**src/rtl/sram_split_pkg.sv**
```systemverilog
package sram_split_pkg;

  typedef enum logic [1:0] {
    ACC_IDLE = 2'd0,
    ACC_RD   = 2'd1,
    ACC_WR   = 2'd2
  } acc_kind_t;

  // wait states added beyond the first access cycle
  function automatic int wait_states(input int ram_cnt);
    return (ram_cnt > 1) ? ram_cnt - 1 : 0;
  endfunction

endpackage

```
**src/rtl/sram_split_seq.sv**
```systemverilog
module sram_split_seq
  import sram_split_pkg::*;
#(
  parameter int RAM_CNT = 2
) (
  input  logic      clk,
  input  logic      rst,
  input  logic      req_rd,
  input  logic      req_wr,
  output logic      launch_rd,
  output logic      launch_wr,
  output logic      last,
  output logic      busy,
  output acc_kind_t kind
);

  localparam int WS = wait_states(RAM_CNT);
  localparam int CW = $clog2(WS + 2);

  logic [CW-1:0] cnt;

  // read wins over a write start in the same cycle; nothing starts while busy
  assign launch_rd = req_rd & ~busy;
  assign launch_wr = req_wr & ~req_rd & ~busy;
  assign last      = busy && (cnt == '0);

  always_ff @(posedge clk) begin
    if (rst) begin
      busy <= 1'b0;
      cnt  <= '0;
      kind <= ACC_IDLE;
    end else if (launch_rd || launch_wr) begin
      busy <= 1'b1;
      cnt  <= CW'(WS);
      kind <= launch_rd ? ACC_RD : ACC_WR;
    end else if (last) begin
      busy <= 1'b0;
      kind <= ACC_IDLE;
    end else if (busy) begin
      cnt <= cnt - CW'(1);
    end
  end

endmodule

```
**src/rtl/sram_split_pins.sv**
```systemverilog
module sram_split_pins #(
  parameter int ADDR_W = 18,
  parameter int DATA_W = 32
) (
  input  logic              clk,
  input  logic              rst,
  input  logic              wa_load,
  input  logic [ADDR_W-1:0] addr_in,
  input  logic [DATA_W-1:0] wdata_in,
  input  logic              launch_rd,
  input  logic              launch_wr,
  input  logic              last,
  output logic [ADDR_W-1:0] sram_addr,
  output logic [DATA_W-1:0] sram_dout,
  output logic              sram_drv,
  output logic              sram_ce_n,
  output logic              sram_we_n,
  output logic              sram_oe_n
);

  logic [ADDR_W-1:0] wa_q;
  logic [ADDR_W-1:0] wa_use;

  // a store in the same cycle as the data store is forwarded
  assign wa_use = wa_load ? addr_in : wa_q;

  always_ff @(posedge clk) begin
    if (rst) begin
      wa_q <= '0;
    end else if (wa_load) begin
      wa_q <= addr_in;
    end
  end

  always_ff @(posedge clk) begin
    if (rst) begin
      sram_addr <= '0;
      sram_dout <= '0;
      sram_drv  <= 1'b0;
      sram_ce_n <= 1'b1;
      sram_we_n <= 1'b1;
      sram_oe_n <= 1'b1;
    end else if (launch_rd) begin
      sram_addr <= addr_in;
      sram_ce_n <= 1'b0;
      sram_oe_n <= 1'b0;
      sram_we_n <= 1'b1;
      sram_drv  <= 1'b0;
    end else if (launch_wr) begin
      sram_addr <= wa_use;
      sram_dout <= wdata_in;
      sram_ce_n <= 1'b0;
      sram_oe_n <= 1'b1;
      sram_we_n <= 1'b0;
      sram_drv  <= 1'b1;
    end else if (last) begin
      sram_ce_n <= 1'b1;
      sram_oe_n <= 1'b1;
      sram_we_n <= 1'b1;
      sram_drv  <= 1'b0;
    end
  end

endmodule

```
**src/rtl/sram_split_rdhold.sv**
```systemverilog
module sram_split_rdhold #(
  parameter int DATA_W = 32
) (
  input  logic              clk,
  input  logic              rst,
  input  logic              capture,
  input  logic [DATA_W-1:0] din,
  input  logic              fetch,
  output logic [DATA_W-1:0] fetch_data
);

  logic [DATA_W-1:0] hold_q;

  always_ff @(posedge clk) begin
    if (rst) begin
      hold_q <= '0;
    end else if (capture) begin
      hold_q <= din;
    end
  end

  // a fetch at the capture edge still sees the previous value
  always_ff @(posedge clk) begin
    if (rst) begin
      fetch_data <= '0;
    end else if (fetch) begin
      fetch_data <= hold_q;
    end
  end

endmodule

```
**src/rtl/sram_split_ctrl.sv**
```systemverilog
module sram_split_ctrl
  import sram_split_pkg::*;
#(
  parameter int ADDR_W  = 18,
  parameter int DATA_W  = 32,
  parameter int RAM_CNT = 2
) (
  input  logic              clk,
  input  logic              rst,
  input  logic              cmd_rd_start,
  input  logic              cmd_wr_addr,
  input  logic              cmd_wr_data,
  input  logic              cmd_fetch,
  input  logic [ADDR_W-1:0] cmd_addr,
  input  logic [DATA_W-1:0] cmd_wdata,
  output logic              busy,
  output logic [DATA_W-1:0] fetch_data,
  output logic [ADDR_W-1:0] sram_addr,
  output logic [DATA_W-1:0] sram_dout,
  input  logic [DATA_W-1:0] sram_din,
  output logic              sram_drv,
  output logic              sram_ce_n,
  output logic              sram_we_n,
  output logic              sram_oe_n
);

  logic      launch_rd;
  logic      launch_wr;
  logic      last;
  acc_kind_t kind;

  sram_split_seq #(.RAM_CNT(RAM_CNT)) u_seq (
    .clk       (clk),
    .rst       (rst),
    .req_rd    (cmd_rd_start),
    .req_wr    (cmd_wr_data),
    .launch_rd (launch_rd),
    .launch_wr (launch_wr),
    .last      (last),
    .busy      (busy),
    .kind      (kind)
  );

  sram_split_pins #(.ADDR_W(ADDR_W), .DATA_W(DATA_W)) u_pins (
    .clk       (clk),
    .rst       (rst),
    .wa_load   (cmd_wr_addr),
    .addr_in   (cmd_addr),
    .wdata_in  (cmd_wdata),
    .launch_rd (launch_rd),
    .launch_wr (launch_wr),
    .last      (last),
    .sram_addr (sram_addr),
    .sram_dout (sram_dout),
    .sram_drv  (sram_drv),
    .sram_ce_n (sram_ce_n),
    .sram_we_n (sram_we_n),
    .sram_oe_n (sram_oe_n)
  );

  sram_split_rdhold #(.DATA_W(DATA_W)) u_hold (
    .clk        (clk),
    .rst        (rst),
    .capture    (last && (kind == ACC_RD)),
    .din        (sram_din),
    .fetch      (cmd_fetch),
    .fetch_data (fetch_data)
  );

endmodule

```
**config.mk**
```make
export PLATFORM = sky130hd
export DESIGN_NAME = sram_split_ctrl
export DESIGN_NICKNAME = d
export VERILOG_FILES = /design/src/rtl/sram_split_pkg.sv /design/src/rtl/sram_split_seq.sv /design/src/rtl/sram_split_pins.sv /design/src/rtl/sram_split_rdhold.sv /design/src/rtl/sram_split_ctrl.sv
export SDC_FILE = /design/constraint.sdc
export NUM_CORES = 1
export LEC_CHECK = 0
export BUFFER_PORTS_ARGS = -buffer_cell sky130_fd_sc_hd__buf_2
export CAP_MARGIN = 5
export CORE_UTILIZATION = 54
export DETAILED_ROUTE_END_ITERATION = 10
export GPL_TIMING_DRIVEN = 1
export PLACE_DENSITY = 0.85
export SETUP_SLACK_MARGIN = 0.02
export SLEW_MARGIN = 20
export SYNTH_ARGS = -nofsm -noshare
export SYNTH_HDL_FRONTEND = slang
export SYNTH_HIERARCHICAL = 1
export SYNTH_SLANG_ARGS = --single-unit
export TNS_END_PERCENT = 10
```
**constraint.sdc**
```tcl
create_clock -name clk -period 2.86 [get_ports clk]
set_clock_uncertainty 0.15 [all_clocks]
set_input_delay 0.143 -clock clk [delete_from_list [all_inputs] [get_ports clk]]
set_output_delay 0.143 -clock clk [all_outputs]
set_load 0.05 [all_outputs]
```
==> impl_results.rst, run 1 <==
.. list-table::
   :header-rows: 1

   * - Metric
     - Value
   * - Sequential fraction of the synthesis area
     - between 50% and 60%
   * - Area added between synthesis and finish
     - 41.4%
   * - Fraction of synthesized cell area taken by the top area cell type
     - about 53%
   * - Critical hold path startpoint
     - cmd_wr_addr
   * - Area of placed instances
     - slightly above 6000 µm²
   * - Post_cts resized
     - 0
   * - Clock root cell
     - clkbuf_8
   * - Routed vias/inst
     - about 5.1
   * - Inserted Diodes
     - 0
   * - Power per cell area
     - between 600 and 700 nW/µm²
   * - Worst setup path class
     - reg -> reg
   * - Post-place setup slack
     - just over 0.6 ns
   * - Number of clock sinks seen by CTS
     - about 140
   * - Distinct cells, synth
     - 33
   * - Final wirelength
     - 14900 µm
   * - R2R Path Start
     - u_seq/busy$_SDFFE_PP0P_
   * - Transition time at the pin with the least slew margin
     - ~1.1 ns
   * - TritonCTS clock tree
     - built
   * - GRT Total Usage
     - 28.7%
   * - Sum of net half-perimeters after detailed placement
     - a little over 8000 µm
   * - Wire length per cell after detailed routing
     - 16.1 µm
   * - Num ports
     - approximately 180
   * - Pins over their slew limit
     - 0
   * - Critical Path Source
     - u_seq/busy$_SDFFE_PP0P_
   * - Pin count of the biggest net entering global routing
     - roughly 120
   * - Placement Rows
     - 35
   * - Setup_tns
     - 0 ns
   * - Util after Layout
     - approximately 80%
   * - Worst path setup slack after routing
     - around 0.4 ns
   * - Sum of internal, switching and leakage power
     - about 5000 µW
   * - Port Buffer Count
     - 174
   * - Starting density of the core
     - 56.6%
   * - Leak Pwr
     - between 0.003 and 0.004 µW
   * - Crit-path max FO
     - 32
   * - Most common flop cell mapped by yosys
     - dfxtp_1
   * - Setup repair after global routing missed its margin
     - no
   * - Vias in the first global route
     - slightly below 5000
   * - Period utilisation layout
     - a little under nine tenths
   * - Wire length of the first global-routing pass
     - roughly 23000 µm
   * - Final setup viols
     - 0
   * - Number of buffers added to fix hold violations after cts
     - between 80 and 90
   * - Flip-flop and latch count after synthesis
     - approximately 140
   * - Worst hold path class
     - in -> reg
   * - Post-synthesis async set-or-reset flop share
     - 0%
   * - Number of maximum-capacitance constraint violations
     - 0
   * - Number of routed nets with antenna violations
     - 0
   * - Die footprint
     - 10200 µm²
   * - Clock insertion delay at the later pin of the skew report
     - just under 0.5 ns
   * - Top achievable clock speed
     - around 400 MHz
   * - Clock transition at the registers of the reported paths
     - around 0.070 ns
   * - Count of vias placed by the detailed router
     - approximately 4700
   * - Number of post-CTS setup repair buffers
     - 0
   * - Initial detailed-routing violation count
     - 189
   * - Remaining Overflow, GRT
     - 0
   * - Number of iterations in the first detailed-routing pass
     - 5
   * - YS warnings
     - 6
   * - H-Tree Level Count
     - 4
   * - Die width
     - roughly 100 µm
   * - Number of buffers inserted during clock tree synthesis
     - 17
   * - Routability congestion estimate from global placement
     - roughly 0.76
   * - Relative slew slack
     - between 20% and 30%
   * - Data required time at the worst endpoint
     - about 3.1 ns
   * - Crit start category
     - flip-flop
   * - Number of nets produced by synthesis
     - approximately 620
   * - Number of synthesized flops with an enable pin
     - 0
   * - Synth area leader
     - dfxtp_1
   * - DRC violation count after routing
     - 0
   * - Worst vdd rail ir drop
     - roughly 0.42 mV
   * - Post-route cell area
     - around 7500 µm²
   * - Maximum clock path buffer count
     - 2
   * - Type of destination of the critical path
     - flip-flop
   * - Number of hold violations in the final report
     - 0
   * - Run status
     - complete, no violations
   * - Leading cell types by total area after synthesis
     - dfxtp_1 53%, mux2i_1 16%, nor2_1 8.8%, nand2_1 4.5%, a21oi_1 3.3%
   * - Number of antenna violations at the first check in global routing
     - 0
   * - Netlist area before placement
     - ~5300 µm²
   * - Final worst path period need
     - 2.46 ns
   * - Layout cells sized above 1
     - 29.1%
   * - Data arrival, critical path
     - between 2 and 3 ns
   * - Final nets
     - 868
   * - Height of the chip
     - ~100 µm
   * - Cells after synthesis
     - around 540
   * - Placeable core region
     - between 9000 and 10000 µm²
   * - Per-instance average area after synthesis
     - 9.92 µm²
synth_stat cells, types with 2 or more instances:
cell type and instances:
o221ai_2 10, a21oi_1 35, buf_6 6, dfxtp_1 141, nor3_1 3, o21ai_0 3
nor2_1 124, nand2_1 64, buf_2 14, clkbuf_1 11, inv_1 4, mux2i_1 83
o221ai_1 7, nor2b_1 2, nand2b_1 4, buf_12 7
worst paths after layout:
kind | depth (start not counted) | to | slack (ns)
worst min register to register | 2 | u_pins/sram_dout[25]$_SDFFE_PP0P_ | 0.31
worst max-delay path | 5 | u_pins/sram_dout[20]$_SDFFE_PP0P_ | 0.40
worst max register to register | 5 | u_pins/sram_dout[20]$_SDFFE_PP0P_ | 0.40
worst min-delay path | 4 | u_pins/wa_q[17]$_SDFF_PP0_ | 0.11
layout make-up:
class,instances,area (µm²)
flip-flops and latches,141,2820
fillers,569,1870
well taps,129,161
clock inverters,12,163
multi-input cells,350,2140
inverters,4,15.0
repair buffers,265,1770
clock buffers,19,432
metrics by stage:
stage          hold slack (ns)  std cells
6_report                 0.114        920
5_1_grt                  0.105        920
4_1_cts                 0.0926        920
3_5_place_dp             0.227        805
3_3_place_gp             0.215        805
2_1_floorplan           0.0592        535
cells by family after synthesis:
group / count (synthesis) / share of synthesized area (%)
simple gates: 205 / 15.7
flops: 141 / 53.2
compound gates: 60 / 8.53
fa+ha+maj: 1 / 0.236
xor+xnor: 1 / 0.165
buf+inv: 44 / 6.53
mux: 83 / 15.7
worst max-delay path: stages (launching register included):
cell	delay, ns
dfxtp_1	0.60
nor3b_4	0.08
buf_4	0.18
or2b_1	0.88
nand2_1	0.17
a21oi_1	0.29
placed cells by master (no fill, tap or decap), types with 2 or more instances in the layout:
cell type        n
nand2_1         64
clkinv_4         2
buf_2          173
o21ai_0          3
nor3_1           3
inv_6            2
clkinvlp_4       5
dlygate4sd3_1   84
o221ai_2        10
clkbuf_16       16
nand2b_1         4
a21oi_1         35
bufinv_16        3
o221ai_1         7
mux2i_1         83
clkbuf_8         2
inv_1            4
nor2_1         124
buf_4            7
dfxtp_1        141
registers in the layout, summed over array words and instances (netlist names):
name / count
u_pins/sram_drv: 1
u_pins/sram_oe_n: 1
u_seq/busy: 1
u_hold/hold_q: 32
u_hold/fetch_data: 32
u_pins/sram_addr: 18
u_pins/wa_q: 18
u_seq/cnt: 2
u_pins/sram_dout: 32
u_seq/kind: 2
u_pins/sram_we_n: 1
u_pins/sram_ce_n: 1
power breakdown:
part | switching [µW] | internal [µW]
Combinational | 458 | 277
Sequential | 61.0 | 2060
Clock | 831 | 1360
Total | 1350 | 3690
metal layers:
| layer | share of wire (%) | track usage (%) |
|---|---|---|
| met1 | 39 | 30.7 |
| met2 | 53 | 53.5 |
| met3 | 5.4 | 7.04 |
| met4 | 2.2 | 12.3 |
| met5 | 0 | 0 |
No activity file was read; power rests on OpenSTA's default activity.
==> inputs of run 2 (changes only) <==
--- a/config.mk
+++ b/config.mk
@@ -7,10 +7,10 @@
 export LEC_CHECK = 0
 export BUFFER_PORTS_ARGS = -buffer_cell sky130_fd_sc_hd__buf_2
 export CAP_MARGIN = 5
-export CORE_UTILIZATION = 54
+export CORE_UTILIZATION = 50
 export DETAILED_ROUTE_END_ITERATION = 10
 export GPL_TIMING_DRIVEN = 1
-export PLACE_DENSITY = 0.85
+export PLACE_DENSITY = 0.79
 export SETUP_SLACK_MARGIN = 0.02
 export SLEW_MARGIN = 20
 export SYNTH_ARGS = -nofsm -noshare
==> constraint.sdc (replaced) <==
create_clock -name clk -period 2.5 [get_ports clk]
set_clock_uncertainty 0.15 [all_clocks]
set_input_delay 0.125 -clock clk [delete_from_list [all_inputs] [get_ports clk]]
set_output_delay 0.125 -clock clk [all_outputs]
set_load 0.05 [all_outputs]
==> impl_results.rst, run 2 (synthesized netlist as in run 1, its figures left out) <==
.. list-table::
   :header-rows: 1

   * - Metric
     - Value
   * - Maximum clock path buffer count
     - 2
   * - Delay of the slowest cell on the worst path
     - ~0.74 ns
   * - Critical Path Source
     - u_seq/busy$_SDFFE_PP0P_
   * - Most common cell after layout, fill and taps aside
     - buf_2
   * - Starting density of the core
     - around half
   * - Number of routed nets with antenna violations
     - 0
   * - Cell with the largest stage delay on the worst path
     - or3b_1
   * - Wire length per cell after detailed routing
     - between 10 and 15 µm
   * - Relative slew slack
     - between 40% and 50%
   * - Post-place setup slack
     - ~0.12 ns
   * - Period utilisation layout
     - roughly 93%
   * - Height of the chip
     - roughly 110 µm
   * - R2R Setup Slk
     - approximately 0.19 ns
   * - Worst reg-to-reg path cell count
     - 4
   * - Data arrival, critical path
     - 2.56 ns
   * - Setup_tns
     - 0 ns
   * - Leak Pwr
     - 0.00342 µW
   * - Final worst path period need
     - approximately 2.3 ns
   * - Clock root cell
     - clkbuf_8
   * - Initial detailed-routing violation count
     - around 250
   * - Placement Rows
     - 37
   * - Area added between synthesis and finish
     - 43.0%
   * - Die footprint
     - roughly 11000 µm²
   * - Biggest regs
     - u_hold/fetch_data: 32 flops, u_hold/hold_q: 32 flops, u_pins/sram_dout: 32 flops
   * - H-Tree Level Count
     - 4
   * - Pin count of the biggest net entering global routing
     - 52
   * - Number of antenna violations at the first check in global routing
     - 0
   * - Die width
     - between 100 and 150 µm
   * - Top achievable clock speed
     - 432 MHz
   * - Worst vdd rail ir drop
     - roughly 0.52 mV
   * - Setup repair after global routing missed its margin
     - yes
   * - Routed vias/inst
     - approximately 5.1
   * - Area used by multi-input combinational logic
     - ~2100 µm²
   * - Clock transition at the registers of the reported paths
     - 0.06 ns
   * - R2R Path Start
     - u_seq/busy$_SDFFE_PP0P_
   * - Inserted Diodes
     - 0
   * - Clock insertion delay at the later pin of the skew report
     - about 0.5 ns
   * - Placeable core region
     - roughly 10000 µm²
   * - Worst setup path endpoint
     - u_pins/sram_addr[1]$_SDFFE_PP0P_
   * - GRT Total Usage
     - 25.3%
   * - Reg area
     - between 2000 and 3000 µm²
   * - Destination of the worst register-to-register timing path
     - u_pins/sram_addr[1]$_SDFFE_PP0P_
   * - Crit-path max FO
     - 17
   * - Fill cell count
     - roughly 720
   * - Vias in the first global route
     - ~4800
   * - Number of non-filler instances in the completed layout
     - 930
   * - Commonest cells after routing, fill and taps aside
     - 173 x buf_2, 141 x dfxtp_1, 124 x nor2_1, 86 x dlygate4sd3_1, 83 x mux2i_1
   * - Number of maximum-capacitance constraint violations
     - 0
   * - Run status
     - complete, no violations
   * - Port Buffer Count
     - about 170
   * - Final nets
     - about 870
   * - TritonCTS clock tree
     - built
   * - Count of vias placed by the detailed router
     - around 4700
   * - DRC violation count after routing
     - 0
   * - Crit start category
     - flip-flop
   * - Num ports
     - 175
   * - Number of instances in the placed design
     - a little over 800
   * - Transition time at the pin with the least slew margin
     - roughly 0.82 ns
   * - Routability congestion estimate from global placement
     - ~0.77
   * - Type of destination of the critical path
     - flip-flop
   * - Final setup viols
     - 0
   * - Number of clock sinks seen by CTS
     - 141
   * - Data required time at the worst endpoint
     - about 2.7 ns
   * - Final wirelength
     - approximately 14000 µm
   * - Pins over their slew limit
     - 0
   * - Power per cell area
     - between 700 and 800 nW/µm²
   * - Number of buffers inserted during clock tree synthesis
     - 17
   * - Worst hold path class
     - in -> reg
   * - Sum of net half-perimeters after detailed placement
     - between 7000 and 8000 µm
   * - Wire length of the first global-routing pass
     - between 20000 and 25000 µm
   * - Layout cells sized above 1
     - between 20% and 30%
   * - Number of iterations in the first detailed-routing pass
     - 4
   * - Number of hold violations in the final report
     - 0
   * - Remaining Overflow, GRT
     - 0
   * - CP cell instances
     - nor3b_4 -> or3b_1 -> o221ai_1 -> nor2_1
   * - Worst setup path class
     - reg -> reg
   * - Worst path setup slack after routing
     - about 0.19 ns
run 2: cell count changes in the layout (fill, tap and decap cells not counted), moves of 2 or more:
cell	previous run	this run
dlygate4sd3_1	84	86
clkinv_2	0	2
clkinvlp_4	5	2
buf_12	0	2
run 2: routing by layer:
metal	up-vias	track usage [%]	part of all wire, %
li1	2281	-	-
met5	-	0	0
met3	44	6.86	5.0
met2	172	44.8	52
met1	2231	27.5	40
met4	0	12.9	3.3
run 2: worst min-delay path by stage:
stage                 from                            endpoint  slack, ns  depth (start not counted)
2_1_floorplan          rst          u_seq/kind[0]$_SDFFE_PP0P_       0.04                          1
3_3_place_gp   cmd_addr[6]    u_pins/sram_addr[6]$_SDFFE_PP0P_       0.20                          3
3_5_place_dp   cmd_addr[6]    u_pins/sram_addr[6]$_SDFFE_PP0P_       0.21                          3
4_1_cts          cmd_fetch  u_hold/fetch_data[31]$_SDFFE_PP0P_      0.001                          3
5_1_grt          cmd_fetch  u_hold/fetch_data[31]$_SDFFE_PP0P_      0.003                          3
6_report         cmd_fetch  u_hold/fetch_data[10]$_SDFFE_PP0P_       0.03                          3
run 2: worst max-delay path: cells and delay by family (launching register included):
| kind | cells | cell delay, ns |
|---|---|---|
| AO/OA/AOI/OAI | 1 | 0.33 |
| flip-flops | 1 | 0.45 |
| AND/OR/NAND/NOR | 3 | 1.27 |
run 2: final cells by class:
type,count,area share (%)
Inverter,4,0.198
Tap cell,136,2.24
Multi-Input combinational cell,350,28.2
Clock inverter,13,2.49
Sequential cell,141,37.2
Clock buffer,18,5.64
Timing Repair Buffer,268,24.0
run 2: per-stage QoR:
stage / hold WS (ns) / power, µW / cell area (µm²) / utilization, %
finish: 0.0275 / 5850 / 7590 / 73.5
global route: 0.00294 / 6050 / 7590 / 73.5
CTS: 0.00124 / 5870 / 7590 / 73.5
detailed placement: 0.213 / 3180 / 6110 / 59.2
global placement: 0.195 / 3160 / 6110 / 59.2
floorplan: 0.0412 / 3000 / 5310 / -
run 2: power by group:
part / internal (µW) / switching, µW / total (µW)
combinational: 321 / 514 / 836
sequential: 2350 / 68.8 / 2420
clock: 1650 / 942 / 2590
run 2: repair_timing:
item	4_1_cts	5_1_grt
setup buffers	0	0
resized for setup	0	1
hold buffers	86	0
hold endpoints to repair	107	0
setup endpoints to repair	0	34
